===== src/rtl/hpc_cfg_pkg.sv =====
package hpc_cfg_pkg;
    localparam int CFG_DW = 32;
    localparam int OFF_W  = 6;
    localparam logic [OFF_W-1:0] OFF_IDS  = 6'h00; // byte 00h
    localparam logic [OFF_W-1:0] OFF_INTR = 6'h0F; // byte 3Ch
    localparam logic [OFF_W-1:0] OFF_HP   = 6'h10; // byte 40h
    localparam int NUM_WO = 3;
    localparam logic [7:0]  INT_LINE_RST = 8'hFF;
    localparam logic [7:0]  INT_PIN_VAL  = 8'h01;
    localparam logic [11:0] MISC_FIXED   = 12'h002;

    typedef struct packed {
        logic [7:0]        int_line;
        logic [7:0]        slot_info;
        logic              pf_en;
        logic [CFG_DW-1:0] rdata;
        logic              rvalid;
    } bank_state_t;

    typedef struct packed {
        logic val;
        logic done;
    } wo_state_t;
endpackage


===== src/rtl/hpc_wo_bit.sv =====
module hpc_wo_bit
    import hpc_cfg_pkg::*;
(
    input  logic clk,
    input  logic rst_n,
    input  logic lane_wr,
    input  logic wbit,
    output logic val_o
);
    wo_state_t cur_q, cur_d;

    always_comb begin
        cur_d = cur_q;
        if (lane_wr && !cur_q.done) begin
            cur_d.val  = wbit;
            cur_d.done = 1'b1;
        end
    end

    always_ff @(posedge clk) begin
        if (!rst_n) cur_q <= '0;
        else        cur_q <= cur_d;
    end

    assign val_o = cur_q.val;


    wo_frozen_chk: assert property (@(posedge clk) disable iff (!rst_n)
        cur_q.done |=> $stable(cur_q.val));
endmodule


===== src/rtl/hpc_apd_guard.sv =====
module hpc_apd_guard (
    input  logic clk,
    input  logic rst_n,
    input  logic lock,
    input  logic wr,
    input  logic wbit,
    output logic bit_o
);
    logic bit_q, bit_d;

    always_comb begin
        bit_d = bit_q;
        if (wr && !lock) bit_d = wbit;
    end

    always_ff @(posedge clk) begin
        if (!rst_n) bit_q <= 1'b0;
        else        bit_q <= bit_d;
    end

    assign bit_o = bit_q;


    apd_locked_chk: assert property (@(posedge clk) disable iff (!rst_n)
        lock |=> $stable(bit_q));
endmodule


===== src/rtl/hpc_cfg_bank.sv =====
module hpc_cfg_bank
    import hpc_cfg_pkg::*;
#(
    parameter logic [15:0] VENDOR_ID    = 16'hC0DE,
    parameter logic [15:0] DEVID_SHOWN  = 16'h123F,
    parameter logic [15:0] DEVID_HIDDEN = 16'h123E
) (
    input  logic              clk,
    input  logic              rst_n,
    input  logic              cfg_rd,
    input  logic              cfg_wr,
    input  logic [OFF_W-1:0]  cfg_addr,
    input  logic [3:0]        cfg_be,
    input  logic [CFG_DW-1:0] cfg_wdata,
    output logic [CFG_DW-1:0] cfg_rdata,
    output logic              cfg_rvalid,
    output logic [15:0]       dev_id_o,
    output logic              hp_inhibit_o,
    output logic              pf_enable_o,
    output logic              apd_lock_o,
    input  logic              apd_wr,
    input  logic              apd_wdata,
    output logic              apd_disable_o
);
    // write-once cells: 0 -> misc bit 12, 1 -> bit 14, 2 -> bit 15
    localparam int WO_POS [NUM_WO] = '{12, 14, 15};

    bank_state_t st_q, st_d;
    logic [NUM_WO-1:0] wo_val;
    logic              hp_lane3_wr;
    logic [15:0]       misc_rd;

    assign hp_lane3_wr = cfg_wr && (cfg_addr == OFF_HP) && cfg_be[3];

    for (genvar g = 0; g < NUM_WO; g++) begin : g_wo
        hpc_wo_bit u_wo (
            .clk     (clk),
            .rst_n   (rst_n),
            .lane_wr (hp_lane3_wr),
            .wbit    (cfg_wdata[16 + WO_POS[g]]),
            .val_o   (wo_val[g])
        );
    end

    hpc_apd_guard u_apd (
        .clk   (clk),
        .rst_n (rst_n),
        .lock  (wo_val[0]),
        .wr    (apd_wr),
        .wbit  (apd_wdata),
        .bit_o (apd_disable_o)
    );

    assign dev_id_o     = wo_val[2] ? DEVID_HIDDEN : DEVID_SHOWN;
    assign hp_inhibit_o = wo_val[1];
    assign apd_lock_o   = wo_val[0];
    assign pf_enable_o  = st_q.pf_en;
    assign misc_rd      = {wo_val[2], wo_val[1], st_q.pf_en, wo_val[0], MISC_FIXED};

    always_comb begin
        st_d        = st_q;
        st_d.rvalid = cfg_rd;
        if (cfg_wr) begin
            if (cfg_addr == OFF_INTR && cfg_be[0]) st_d.int_line  = cfg_wdata[7:0];
            if (cfg_addr == OFF_HP   && cfg_be[0]) st_d.slot_info = cfg_wdata[7:0];
            if (cfg_addr == OFF_HP   && cfg_be[3]) st_d.pf_en     = cfg_wdata[29];
        end
        if (cfg_rd) begin
            case (cfg_addr)
                OFF_IDS:  st_d.rdata = {dev_id_o, VENDOR_ID};
                OFF_INTR: st_d.rdata = {16'h0000, INT_PIN_VAL, st_q.int_line};
                OFF_HP:   st_d.rdata = {misc_rd, 8'h00, st_q.slot_info};
                default:  st_d.rdata = '0;
            endcase
        end
    end

    always_ff @(posedge clk) begin
        if (!rst_n) begin
            st_q          <= '0;
            st_q.int_line <= INT_LINE_RST;
        end else begin
            st_q <= st_d;
        end
    end

    assign cfg_rdata  = st_q.rdata;
    assign cfg_rvalid = st_q.rvalid;


    inhibit_sticky_chk: assert property (@(posedge clk) disable iff (!rst_n)
        !$fell(hp_inhibit_o));

    rd_latency_chk: assert property (@(posedge clk) disable iff (!rst_n)
        cfg_rd |=> cfg_rvalid);

    int_pin_chk: assert property (@(posedge clk) disable iff (!rst_n)
        (cfg_rd && cfg_addr == OFF_INTR) |=> (cfg_rdata[15:8] == 8'h01));

    slot_rsvd_chk: assert property (@(posedge clk) disable iff (!rst_n)
        (cfg_rd && cfg_addr == OFF_HP) |=> (cfg_rdata[15:8] == 8'h00));

    misc_fixed_chk: assert property (@(posedge clk) disable iff (!rst_n)
        (cfg_rd && cfg_addr == OFF_HP) |=> (cfg_rdata[27:16] == 12'h002));
endmodule


===== config.mk =====
export PLATFORM = sky130hd
export DESIGN_NAME = hpc_cfg_bank
export DESIGN_NICKNAME = d
export VERILOG_FILES = /design/src/rtl/hpc_cfg_pkg.sv /design/src/rtl/hpc_wo_bit.sv /design/src/rtl/hpc_apd_guard.sv /design/src/rtl/hpc_cfg_bank.sv
export SDC_FILE = /design/constraint.sdc
export NUM_CORES = 1
export LEC_CHECK = 0
export CORE_UTILIZATION = 40
export CTS_CLUSTER_DIAMETER = 60
export DETAILED_ROUTE_END_ITERATION = 10
export GPL_TIMING_DRIVEN = 0
export PLACE_DENSITY_LB_ADDON = 0.25
export SKIP_CTS_REPAIR_TIMING = 1
export SLEW_MARGIN = 20
export SYNTH_ARGS = -nofsm -noshare
export SYNTH_HDL_FRONTEND = slang
export SYNTH_SLANG_ARGS = --single-unit
export TNS_END_PERCENT = 20

===== constraint.sdc =====
create_clock -name clk -period 2.3 [get_ports clk]
set_input_delay 0.46 -clock clk [delete_from_list [all_inputs] [get_ports clk]]
set_output_delay 0.46 -clock clk [all_outputs]
set_load 0.02 [all_outputs]

### Yosys cells after proc, flatten, opt, wreduce, memory -nomap -nowiden

Cells that the tools add are included.
Widths: inputs -> output; s select.

* input bits: 48
* output and inout port bits: 53
* register bits: 57

* reductions and logical operators: 17
* equal/unequal tests: 2
* mux-type cells: 2

Operator list (number)
* $pmux 32 s3: 1
* $logic_and 1x1->1: 9
* $eq 6x4->1 const B: 1
* $eq 6x5->1 const B: 1
* $logic_not 6->1: 1
* $reduce_and 2->1: 3
* $logic_not 1->1: 4
* $mux 1: 1

### Longest topological paths before layout

Gate-level depths: netlist (run 1).

* depth in word-level cells: 4
* gate-level depth with buffers: 5
* depth with buffers taken out: 3

### Hierarchy

A second synthesis (run 1) with hierarchy kept.

* cell total of the unflattened synthesis: 244
* area, all modules: 2198.4 um^2

By module, submodules not included
* hpc_cfg_bank: cells an instance 218, times used 1, area an instance 1910.6 um^2
* hpc_wo_bit: cells an instance 7, times used 3, area an instance 78.8 um^2
* hpc_apd_guard: cells an instance 5, times used 1, area an instance 51.3 um^2

### Worst setup path after synthesis (run 1)

No wires, ideal clock.

* kind: input to register
* start point: in cfg_wr
* end point: reg st_q[42] in the netlist's numbering
* stages: 5
* buffers on the path: 2
* arrival: 1.257 ns
* data required time: 2.159 ns
* setup time: 0.141 ns
* setup slack: 0.901 ns
* cells stage by stage: and2_1 clkbuf_1 and3_1 buf_4 o211ai_1

* word-level cells in the longest chain between the ends: 1

Ends and longest elaborated chain
* start: declaration: line hpc_cfg_bank.sv:11 `input logic cfg_wr,`
* $reduce_and 2->1 (no line)
* end signal: assignment: line hpc_cfg_bank.sv:83 `st_q <= st_d;`
* end: declaration: line hpc_cfg_bank.sv:28 `bank_state_t st_q, st_d;`

Every way passes these cells.
A chain may end at the register's enable or synchronous reset.

==> metrics.log, run 1 <==
INFO  metric antenna_violating_nets_post_route = 0
INFO  metric ratio_of_cells_with_drive_above_1_in_the_final_layout = 0.1982
INFO  metric post_layout_nonfiller_instances = approximately 400
INFO  metric tritoncts = yes
INFO  metric crit_path_max_fanout = 8
INFO  metric synth_top_family_by_area = buffers and inverters
INFO  metric synth-seq-cells = between 40 and 50
INFO  metric final_core_util = 0.5706
INFO  metric drv.max_cap_violation_count = 0
INFO  metric clock_tree.htree_level_count = 2
INFO  metric post_synth_inst_count = ~250
INFO  metric root_cell_of_the_clock_tree = sky130_fd_sc_hd__clkbuf_8
INFO  metric num_io_pins = 101
INFO  metric die_area = 5693 um^2
INFO  metric post_synth_num_cell_types = 37
INFO  metric finalSetupTns = 0 ps
INFO  metric power = 1.427 mW
INFO  metric dr_iter_0_viols = 95
INFO  metric least_margin_pin_slew = 637.1 ps
INFO  metric timing.fmax = roughly 510 MHz
INFO  metric num-fill-cells = 500
INFO  metric synthXorXnorAreaFrac = 0
INFO  metric r2r_slack = 1380 ps
INFO  metric grt_antenna_before_repair = 0
INFO  metric static-leakage-power = 1.239 nW
INFO  metric ys_seq_area_frac = 0.3803
INFO  metric worst_setup_path_startpoint = cfg_rdata[25]$_SDFFE_PN0P_
INFO  metric clock_path_buffers = 2
INFO  metric viasPerCell = 4.696
INFO  metric synth-warning-count = 0
INFO  metric cts.sink_count = 41
INFO  metric synth-compound-area-share = 0.1484
INFO  metric capture_point_of_the_worst_path = cfg_rdata[19]
INFO  metric timing_hold_violations_final = 0
INFO  metric start_util = 0.4199
INFO  metric drtPass1Iterations = 4
INFO  metric synth_edf_count = 0
INFO  metric finalHoldWorstSlack = 464.8 ps
INFO  metric min_path_type = register to register
INFO  metric die_w = 75.46 um
INFO  metric areaGrowthSynthToFinish = 35.88%
INFO  metric route.final.wire_length = 4.687 mm
INFO  metric layout.cells.most_common_list = sky130_fd_sc_hd__clkdlybuf4s50_1, sky130_fd_sc_hd__buf_4, sky130_fd_sc_hd__dfxtp_1
INFO  metric p_per_area = slightly below 500 nW/um^2
INFO  metric crit_arrival = 1500 ps
INFO  metric detail_route.wl_per_cell = roughly 12 um
INFO  metric groute.usage.overall = 0.1721
INFO  metric post-dp-hpwl = 3.561 mm
INFO  metric setup_violations = 0
INFO  metric mappedNetlistArea = 2158 um^2
INFO  metric timing.reg2reg.worst_path_depth = 2
INFO  metric worst_clock_skew = about 3.5 ps
INFO  metric detailroute.via_count = 1869
INFO  metric die_height = 75.46 um
INFO  metric pre_cts_slack = roughly 89 ps
INFO  metric placed_cells_incl_taps = 390
INFO  metric muxShareOfSynthArea = 0.04174
INFO  metric run_status = completed
INFO  metric ff_to_ff_start = g_wo[2].u_wo.cur_q[0]$_SDFFE_PN0P_
INFO  metric overflow = 0
INFO  metric num_rows = 26
INFO  metric route.detailed.drc = 0
INFO  metric synth_fa_ha_area_frac = 0
INFO  metric critPathKind = register to output pin
INFO  metric worst_slew_margin_rel = 0.5737
INFO  metric synth-simple-area-share = 0.2081
INFO  metric port_buffers = 52
INFO  metric worst_ir_drop_vdd = 0.0002279 V
INFO  metric worst_setup_path_end_kind = output pin
INFO  metric cp.required = 1840 ps
INFO  metric antenna_cells = 0
INFO  metric clkLatencyLatePin = 300 ps
INFO  metric cts_made_buffers = 5
INFO  metric synth-async-reset-ratio = 0
INFO  metric placement.cell_area = 2853 um^2
INFO  metric rsz_0062_raised_after_global_routing = false
INFO  metric slew_viol_final = 0
INFO  metric layout.cell_area.non_filler = 2933 um^2
INFO  metric postSynthAreaPerCell = between 8 and 9 um^2
INFO  metric post-route-period-util = 0.8502
INFO  metric fin_crit = 1955 ps
INFO  metric num-nets-final = 375
INFO  metric yosys_most_used_dff = sky130_fd_sc_hd__dfxtp_1
INFO  metric worst_setup_path_start_kind = register
INFO  metric placeableCoreArea = 5140 um^2
INFO  metric globalplace.congestion = 0.7705
INFO  metric cts.reportedPaths.clkPinSlew = 70 ps
INFO  metric r2r-end = g_wo[2].u_wo.val_o$_SDFFE_PN0P_
INFO  metric grt_max_degree = 12
INFO  metric vias_in_the_first_global_route = 1650
INFO  metric grt_first_pass_wirelength = 7.521 mm
INFO  metric mostFrequentLayoutCell = sky130_fd_sc_hd__clkdlybuf4s50_1
INFO  metric final_setup_margin = 344.6 ps
==> worst min path at each step <==
stage | start | to | cells after the start
after floorplan | st_q[35]$_SDFFE_PN0P_ | st_q[35]$_SDFFE_PN0P_ | 2
after global placement | st_q[39]$_SDFFE_PN0P_ | st_q[39]$_SDFFE_PN0P_ | 2
after detailed placement | st_q[35]$_SDFFE_PN0P_ | st_q[35]$_SDFFE_PN0P_ | 2
after CTS | st_q[35]$_SDFFE_PN0P_ | st_q[35]$_SDFFE_PN0P_ | 2
after global routing | st_q[39]$_SDFFE_PN0P_ | st_q[39]$_SDFFE_PN0P_ | 2
final | st_q[34]$_SDFFE_PN0P_ | st_q[34]$_SDFFE_PN0P_ | 2
==> routing by layer <==
metal	routed length [um]	global-route usage	vias to the layer above
li1	-	-	955
met1	2140	0.2166	844
met2	2255	0.2946	64
met3	244	0.03968	6
met4	48	0.04938	0
met5	0	0	-
==> cell families (layout without fill, tap and decap cells) <==
kind of cell | Yosys count | after routing
buffers and inverters | 72 | 132
AND/OR/NAND/NOR | 71 | 71
AO/OA/AOI/OAI | 50 | 50
flip-flops | 41 | 41
multiplexers | 9 | 9
other | 2 | 25
==> flip-flops by register name, summed over array words and instances (netlist names) <==
name             cells
cfg_rdata           16
pf_enable_o          1
u_apd.bit_o          1
st_q                16
g_wo.u_wo.cur_q      3
g_wo.u_wo.val_o      3
cfg_rvalid           1
==> critical path: stages, from the launching register on <==
cell and delay, ps:
sky130_fd_sc_hd__dfxtp_1 450, sky130_fd_sc_hd__buf_4 150, sky130_fd_sc_hd__clkdlybuf4s50_1 600
==> report_power, final <==
part	internal, mW	total, mW	switching, mW
combinational	0.116	0.249	0.132
sequential	0.720	0.726	0.00555
clock	0.216	0.452	0.237
==> synth_stat cells, drive strengths merged (3+ instances only) <==
cell type	n	area (um^2)
a21oi	12	60.06
buf	53	399.1
a31oi	8	50.05
inv	11	41.29
nand2	16	60.06
dfxtp	41	820.8
clkbuf	8	30.03
o21ai	8	40.04
nand4b	3	26.28
o41ai	3	26.28
nor2	3	13.77
nand2b	8	50.05
o211ai	14	105.1
nand4	12	75.07
mux2i	9	90.09
nand3	16	92.59
o21a	3	22.52
==> layout make-up <==
class                      instances  area [um^2]  area share
inverter                          11        41.29     0.01408
multi-input combinational        155        953.4      0.3251
buffer                            61        429.2      0.1463
sequential                        41        820.8      0.2799
timing repair buffer              52        520.5      0.1775
clock buffer                       8        80.08     0.02730
tap                               70        87.58     0.02986
No activity file was read; power rests on OpenSTA's default activity.
==> run 2, diff against run 1 <==
--- a/config.mk
+++ b/config.mk
@@ -9,10 +9,12 @@
 export CTS_CLUSTER_DIAMETER = 60
 export DETAILED_ROUTE_END_ITERATION = 10
 export GPL_TIMING_DRIVEN = 0
-export PLACE_DENSITY_LB_ADDON = 0.25
+export PLACE_DENSITY_LB_ADDON = 0.1
+export SETUP_SLACK_MARGIN = 0.05
 export SKIP_CTS_REPAIR_TIMING = 1
 export SLEW_MARGIN = 20
 export SYNTH_ARGS = -nofsm -noshare
 export SYNTH_HDL_FRONTEND = slang
+export SYNTH_HIERARCHICAL = 1
 export SYNTH_SLANG_ARGS = --single-unit
 export TNS_END_PERCENT = 20
==> run 2 against run 1 <==
Via count fell by 3.9%. Power rose by 3.1%. Clock skew rose by 3.4 ps. Critical endpoint is now st_q[40]$_SDFFE_PN0P_. Critical path type is now input port to register. Hold slack got worse by 3.2 ps. Worst setup slack got worse by 54 ps. Design area rose by 2.3%. Combinational power barely moved. Largest cell class unchanged. Largest power group unchanged. Flip-flop and latch count did not move. Sequential power barely moved. Register-to-register slack improved by 130 ps. Maximum frequency fell by 2.7%.
==> metrics.log, run 2 <==
INFO  metric yosys_most_used_dff = sky130_fd_sc_hd__dfxtp_1
INFO  metric run_status = completed
INFO  metric mostFrequentLayoutCell = sky130_fd_sc_hd__clkdlybuf4s50_1
INFO  metric cts_made_buffers = 5
INFO  metric vias_in_the_first_global_route = 1675
INFO  metric ys_seq_area_frac = 0.3734
INFO  metric finalHoldWorstSlack = around 460 ps
INFO  metric globalplace.congestion = 0.7906
INFO  metric grt_antenna_before_repair = 0
INFO  metric cp.required = 2520 ps
INFO  metric route.final.wire_length = 4.714 mm
INFO  metric final_core_util = 0.5762
INFO  metric die_height = 76.14 um
INFO  metric synth-async-reset-ratio = 0
INFO  metric min_path_type = register to register
INFO  metric worst_ir_drop_vdd = 0.0002667 V
INFO  metric post-dp-hpwl = 3.481 mm
INFO  metric post_synth_most_frequent_cells = sky130_fd_sc_hd__buf_4, sky130_fd_sc_hd__dfxtp_1, sky130_fd_sc_hd__nand2_1
INFO  metric post_synth_num_cell_types = 31
INFO  metric crit_path_max_fanout = 12
INFO  metric worst_setup_path_start_kind = input port
INFO  metric grt_first_pass_wirelength = 8.052 mm
INFO  metric setup_violations = 0
INFO  metric synth-seq-cells = slightly above 40
INFO  metric crit_arrival = 2230 ps
INFO  metric worst_slew_margin_rel = 0.5520
INFO  metric drv.max_cap_violation_count = 0
INFO  metric die_area = 5797 um^2
INFO  metric fin_crit = 2009 ps
INFO  metric drtPass1Iterations = 6
INFO  metric root_cell_of_the_clock_tree = sky130_fd_sc_hd__clkbuf_8
INFO  metric ratio_of_cells_with_drive_above_1_in_the_final_layout = 0.2378
INFO  metric critPathKind = input port to register
INFO  metric routed-wl-met3 = 258 um
INFO  metric worst_setup_path_end_kind = register
INFO  metric post-route-period-util = 0.8736
INFO  metric timing_hold_violations_final = 0
INFO  metric clock_path_buffers = 2
INFO  metric timing.fmax = between 400 and 500 MHz
INFO  metric yosys.cell_count.top_type = sky130_fd_sc_hd__buf_4
INFO  metric clkLatencyLatePin = 290 ps
INFO  metric port_buffers = 53
INFO  metric groute.usage.overall = 0.1731
INFO  metric dr_iter_0_viols = 82
INFO  metric pre_cts_slack = -33.15 ps
INFO  metric die_w = between 70 and 80 um
INFO  metric crit_slowest_cell = sky130_fd_sc_hd__clkdlybuf4s50_1
INFO  metric synth_edf_count = 0
INFO  metric post_synth_inst_count = 244
INFO  metric rsz_0062_raised_after_global_routing = false
INFO  metric num_io_pins = 101
INFO  metric synth_top_cells_by_area = sky130_fd_sc_hd__dfxtp_1, sky130_fd_sc_hd__buf_4, sky130_fd_sc_hd__mux2i_1
INFO  metric crit_chain = clkdlybuf4s50_1 > buf_2 > buf_1 > nand2_1 > mux2i_1
INFO  metric synth_top_area_frac = 0.3734
INFO  metric postSynthAreaPerCell = 9.010 um^2
INFO  metric p_per_area = approximately 500 nW/um^2
INFO  metric placeableCoreArea = 5205 um^2
INFO  metric met2_wirelength = 2.135 mm
INFO  metric viasPerCell = 4.513
INFO  metric routedLengthMet1 = 2.295 mm
INFO  metric cts.sink_count = 41
INFO  metric least_margin_pin_slew = 669.5 ps
INFO  metric route.detailed.drc = 0
INFO  metric tritoncts = yes
INFO  metric critical-path-max-stage-delay = 710 ps
INFO  metric slew_viol_final = 0
INFO  metric topRoutingLayerUsed = met4
INFO  metric grt_max_degree = 14
INFO  metric cts.reportedPaths.clkPinSlew = 80 ps
INFO  metric overflow = 0
INFO  metric final_setup_margin = 290.6 ps
INFO  metric layout.cells.most_common_list = sky130_fd_sc_hd__clkdlybuf4s50_1, sky130_fd_sc_hd__buf_4, sky130_fd_sc_hd__dfxtp_1
INFO  metric num_rows = 26
INFO  metric mappedNetlistArea = between 2000 and 2500 um^2
INFO  metric detail_route.wl_per_cell = 11.84 um
INFO  metric clock_tree.htree_level_count = 2
INFO  metric areaGrowthSynthToFinish = 36.43%
INFO  metric static-leakage-power = 1.297 nW
INFO  metric synth-warning-count = 6
INFO  metric antenna_violating_nets_post_route = 0
INFO  metric antenna_cells = 0
INFO  metric start_util = 0.4224
INFO  metric num-fill-cells = 494
INFO  metric worst_clock_skew = between 6 and 7 ps
INFO  metric synth.largest_area_cell = sky130_fd_sc_hd__dfxtp_1
INFO  metric detailroute.via_count = about 1800
INFO  metric num-nets-final = ~380
run 2: cell count changes in the layout (fill, tap and decap cells not counted), moves of 4 or more:
cell and change:
sky130_fd_sc_hd__mux2i_1 +4, sky130_fd_sc_hd__clkbuf_1 -6, sky130_fd_sc_hd__nand2_1 +11, sky130_fd_sc_hd__o211ai_2 +8, sky130_fd_sc_hd__a21oi_1 -5, sky130_fd_sc_hd__o211ai_1 -8
sky130_fd_sc_hd__nor2b_4 +4
run 2: layout make-up:
class / count / area [um^2] / share of cell area
clock buffer: 6 / 82.58 / 0.02753
tap: 70 / 87.58 / 0.02920
buffer: 60 / 431.7 / 0.1439
inverter: 11 / 41.29 / 0.01377
multi-input combinational: 155 / 991.0 / 0.3304
clock inverter: 2 / 13.76 / 0.004589
timing repair buffer: 53 / 530.5 / 0.1769
sequential: 41 / 820.8 / 0.2737
run 2: kinds of logic (layout without fill, tap and decap cells):
group           count (synthesis)  in the layout  share of synthesized area
compound gates                 41             41                     0.1372
flops                          41             41                     0.3734
mux                            13             13                    0.05919
simple gates                   76             76                     0.2117
other cells                     2             25                   0.003416
buf+inv                        71            132                     0.2151
run 2: worst max-delay path, delay by kind of cell:
kind	cells	cell delay, ps
buf+inv	3	1530
mux	1	130
simple gates	1	110
run 2: final timing paths:
path                                    from                         end  slack, ps  cells past startpoint
max                                    rst_n       st_q[40]$_SDFFE_PN0P_        290                      5
min                    st_q[34]$_SDFFE_PN0P_       st_q[34]$_SDFFE_PN0P_        460                      2
max reg2reg  g_wo[2].u_wo/val_o$_SDFFE_PN0P_  cfg_rdata[16]$_SDFFE_PN0P_       1510                      3
min reg2reg            st_q[34]$_SDFFE_PN0P_       st_q[34]$_SDFFE_PN0P_        460                      2
run 2: stage by stage:
step	power [mW]	std cells	TNS, ps	area (um^2)
6_report	1.471	398	0	2999
5_1_grt	1.537	398	0	2999
3_3_place_gp	0.9903	390	-28.25	2903
2_1_floorplan	0.8962	267	0	2285
3_5_place_dp	0.9909	390	-128.1	2903
4_1_cts	1.488	398	0	2999
run 2: metal layers:
metal / vias to the layer above / GRT usage
met2: 61 / 0.2791
li1: 933 / -
met1: 800 / 0.2295
met5: - / 0
met3: 2 / 0.04431
met4: 0 / 0.04615
run 2: where the power goes:
part	switching [mW]	internal, mW
clock network	0.253	0.243
registers	0.00557	0.720
logic	0.131	0.118
total	0.390	1.08
==> run 3, diff against run 2 <==
--- a/config.mk
+++ b/config.mk
@@ -5,7 +5,7 @@
 export SDC_FILE = /design/constraint.sdc
 export NUM_CORES = 1
 export LEC_CHECK = 0
-export CORE_UTILIZATION = 40
+export CORE_UTILIZATION = 37
 export CTS_CLUSTER_DIAMETER = 60
 export DETAILED_ROUTE_END_ITERATION = 10
 export GPL_TIMING_DRIVEN = 0
==> constraint.sdc (replaced) <==
create_clock -name clk -period 1.7 [get_ports clk]
set_input_delay 0.34 -clock clk [delete_from_list [all_inputs] [get_ports clk]]
set_output_delay 0.34 -clock clk [all_outputs]
set_load 0.02 [all_outputs]
==> run 3 against run 2 <==
Sequential share of layout area decreased by 0.42 points. Via count increased by 0.67%. Critical path type is now register to output pin. Die area increased by 7.9%. Sequential power increased by 35%.
==> metrics.log, run 3 (synthesized netlist as in run 2, its figures left out) <==
INFO  metric fin_crit = between 1500 and 2000 ps
INFO  metric worst_ir_drop_vdd = 0.0004282 V
INFO  metric crit_arrival = 1230 ps
INFO  metric final_core_util = 0.5440
INFO  metric detail_route.wl_per_cell = 12.43 um
INFO  metric clock_power_share = 0.367
INFO  metric detailroute.via_count = 1808
INFO  metric die_w = 79.08 um
INFO  metric dr_iter_0_viols = 65
INFO  metric port_buffers = 53
INFO  metric vias_in_the_first_global_route = between 1500 and 2000
INFO  metric post-route-period-util = 0.9253
INFO  metric finalSetupTns = 0 ps
INFO  metric crit_slowest_cell = sky130_fd_sc_hd__clkdlybuf4s50_1
INFO  metric crit_chain = clkdlybuf4s50_1
INFO  metric layout.cells.most_common_list = sky130_fd_sc_hd__buf_4, sky130_fd_sc_hd__dfxtp_1, sky130_fd_sc_hd__nand2_1
INFO  metric run_status = completed
INFO  metric combPwrFrac = 0.164
INFO  metric min_path_type = register to register
INFO  metric cts.sink_count = 41
INFO  metric overflow = 0
INFO  metric worst_setup_path_start_kind = register
INFO  metric clock_tree.htree_level_count = 2
INFO  metric grt_first_pass_wirelength = 8.073 mm
INFO  metric num_io_pins = just over 100
INFO  metric drv.max_cap_violation_count = 0
INFO  metric worst_setup_path_end_kind = output pin
INFO  metric pre_cts_slack = -524.0 ps
INFO  metric die_height = 79.08 um
INFO  metric timing.fmax = around 640 MHz
INFO  metric cts_made_buffers = 5
INFO  metric grt_antenna_before_repair = 0
INFO  metric power_switching = 0.5308 mW
INFO  metric p_per_area = 686.4 nW/um^2
INFO  metric num-nets-final = ~380
INFO  metric crit_family = buffers and inverters
INFO  metric placeableCoreArea = 5608 um^2
INFO  metric globalplace.congestion = 0.7641
INFO  metric clkLatencyLatePin = approximately 300 ps
INFO  metric power.share.sequential = 0.469
INFO  metric cp_num_buf_inv = 1
INFO  metric antenna_violating_nets_post_route = 0
INFO  metric tritoncts = yes
INFO  metric worst_slew_margin_rel = 0.6651
INFO  metric grt_max_degree = 13
INFO  metric setup_violations = 0
INFO  metric slew_viol_final = 0
INFO  metric p_sw_frac = 0.2535
INFO  metric critPathKind = register to output pin
INFO  metric critical-path-max-stage-delay = around 610 ps
INFO  metric timing_hold_violations_final = 0
INFO  metric num_rows = 27
INFO  metric drtPass1Iterations = 4
INFO  metric static-leakage-power = roughly 1.5 nW
INFO  metric groute.usage.overall = 0.1694
INFO  metric ratio_of_cells_with_drive_above_1_in_the_final_layout = 0.3323
INFO  metric route.detailed.drc = 0
INFO  metric viasPerCell = 4.453
INFO  metric root_cell_of_the_clock_tree = sky130_fd_sc_hd__clkbuf_8
INFO  metric start_util = 0.3920
INFO  metric route.final.wire_length = 5.045 mm
INFO  metric die_area = 6254 um^2
INFO  metric final_setup_margin = 126.9 ps
INFO  metric rsz_0062_raised_after_global_routing = false
INFO  metric cts.reportedPaths.clkPinSlew = 80 ps
INFO  metric num-fill-cells = between 500 and 600
INFO  metric mostFrequentLayoutCell = sky130_fd_sc_hd__buf_4
INFO  metric internal_power_component = 1.563 mW
INFO  metric crit_path_max_fanout = 2
INFO  metric clock_path_buffers = 2
INFO  metric power = 2.094 mW
INFO  metric least_margin_pin_slew = 502.3 ps
INFO  metric post-dp-hpwl = 3.584 mm
INFO  metric cp.required = 1360 ps
INFO  metric areaGrowthSynthToFinish = 38.76%
INFO  metric worst_clock_skew = 7.639 ps
INFO  metric antenna_cells = 0
-- run 3: cell count changes in the layout (fill, tap and decap cells not counted), moves of 2 or more --
cell	change
sky130_fd_sc_hd__dlymetal6s2s_1	+10
sky130_fd_sc_hd__clkbuf_1	-2
sky130_fd_sc_hd__buf_4	+28
sky130_fd_sc_hd__clkdlybuf4s50_1	-31
sky130_fd_sc_hd__clkbuf_2	+3
-- run 3: metrics by stage --
stage / instances / instance area, um^2 / hold slack (ps)
floorplan: 267 / 2285 / 438.1
global placement: 392 / 2905 / 445.0
detailed placement: 392 / 2905 / 452.2
CTS: 399 / 3009 / 465.6
global route: 406 / 3050 / 490.0
finish: 406 / 3050 / 467.8
-- run 3: final timing paths --
path	cells after the start	startpoint	slack, ps	endpoint
worst max-delay path	1	u_apd/bit_o$_SDFFE_PN0P_	130	apd_disable_o
worst min-delay path	2	st_q[35]$_SDFFE_PN0P_	470	st_q[35]$_SDFFE_PN0P_
worst max register to register	3	g_wo[2].u_wo/val_o$_SDFFE_PN0P_	930	cfg_rdata[16]$_SDFFE_PN0P_
worst min register to register	2	st_q[35]$_SDFFE_PN0P_	470	st_q[35]$_SDFFE_PN0P_
-- run 3: layout make-up --
type	instances	area [um^2]	area share
plain buffers	60	435.4	0.1427
clock buffers	5	68.82	0.02256
clock inverters	2	35.03	0.01148
inverters	11	41.29	0.01354
multi-input cells	155	1002	0.3285
flip-flops and latches	41	822.0	0.2695
well taps	72	90.09	0.02953
repair buffers	60	555.5	0.1821
-- run 3: power groups by stage --
stage / Combinational [mW] / Clock (mW) / Sequential, mW
after global routing: 0.370 / 0.818 / 0.983
after CTS: 0.338 / 0.785 / 0.981
after detailed placement: 0.336 / 0 / 1.00
after floorplan: 0.206 / 0 / 1.01
after global placement: 0.335 / 0 / 1.00
final: 0.344 / 0.768 / 0.981
-- run 3: routing by layer --
layer | vias up | share of wire | track usage
li1 | 948 | - | -
met1 | 788 | 0.46 | 0.2217
met2 | 64 | 0.46 | 0.2716
met3 | 8 | 0.054 | 0.02759
met4 | 0 | 0.021 | 0.07818
met5 | - | 0 | 0
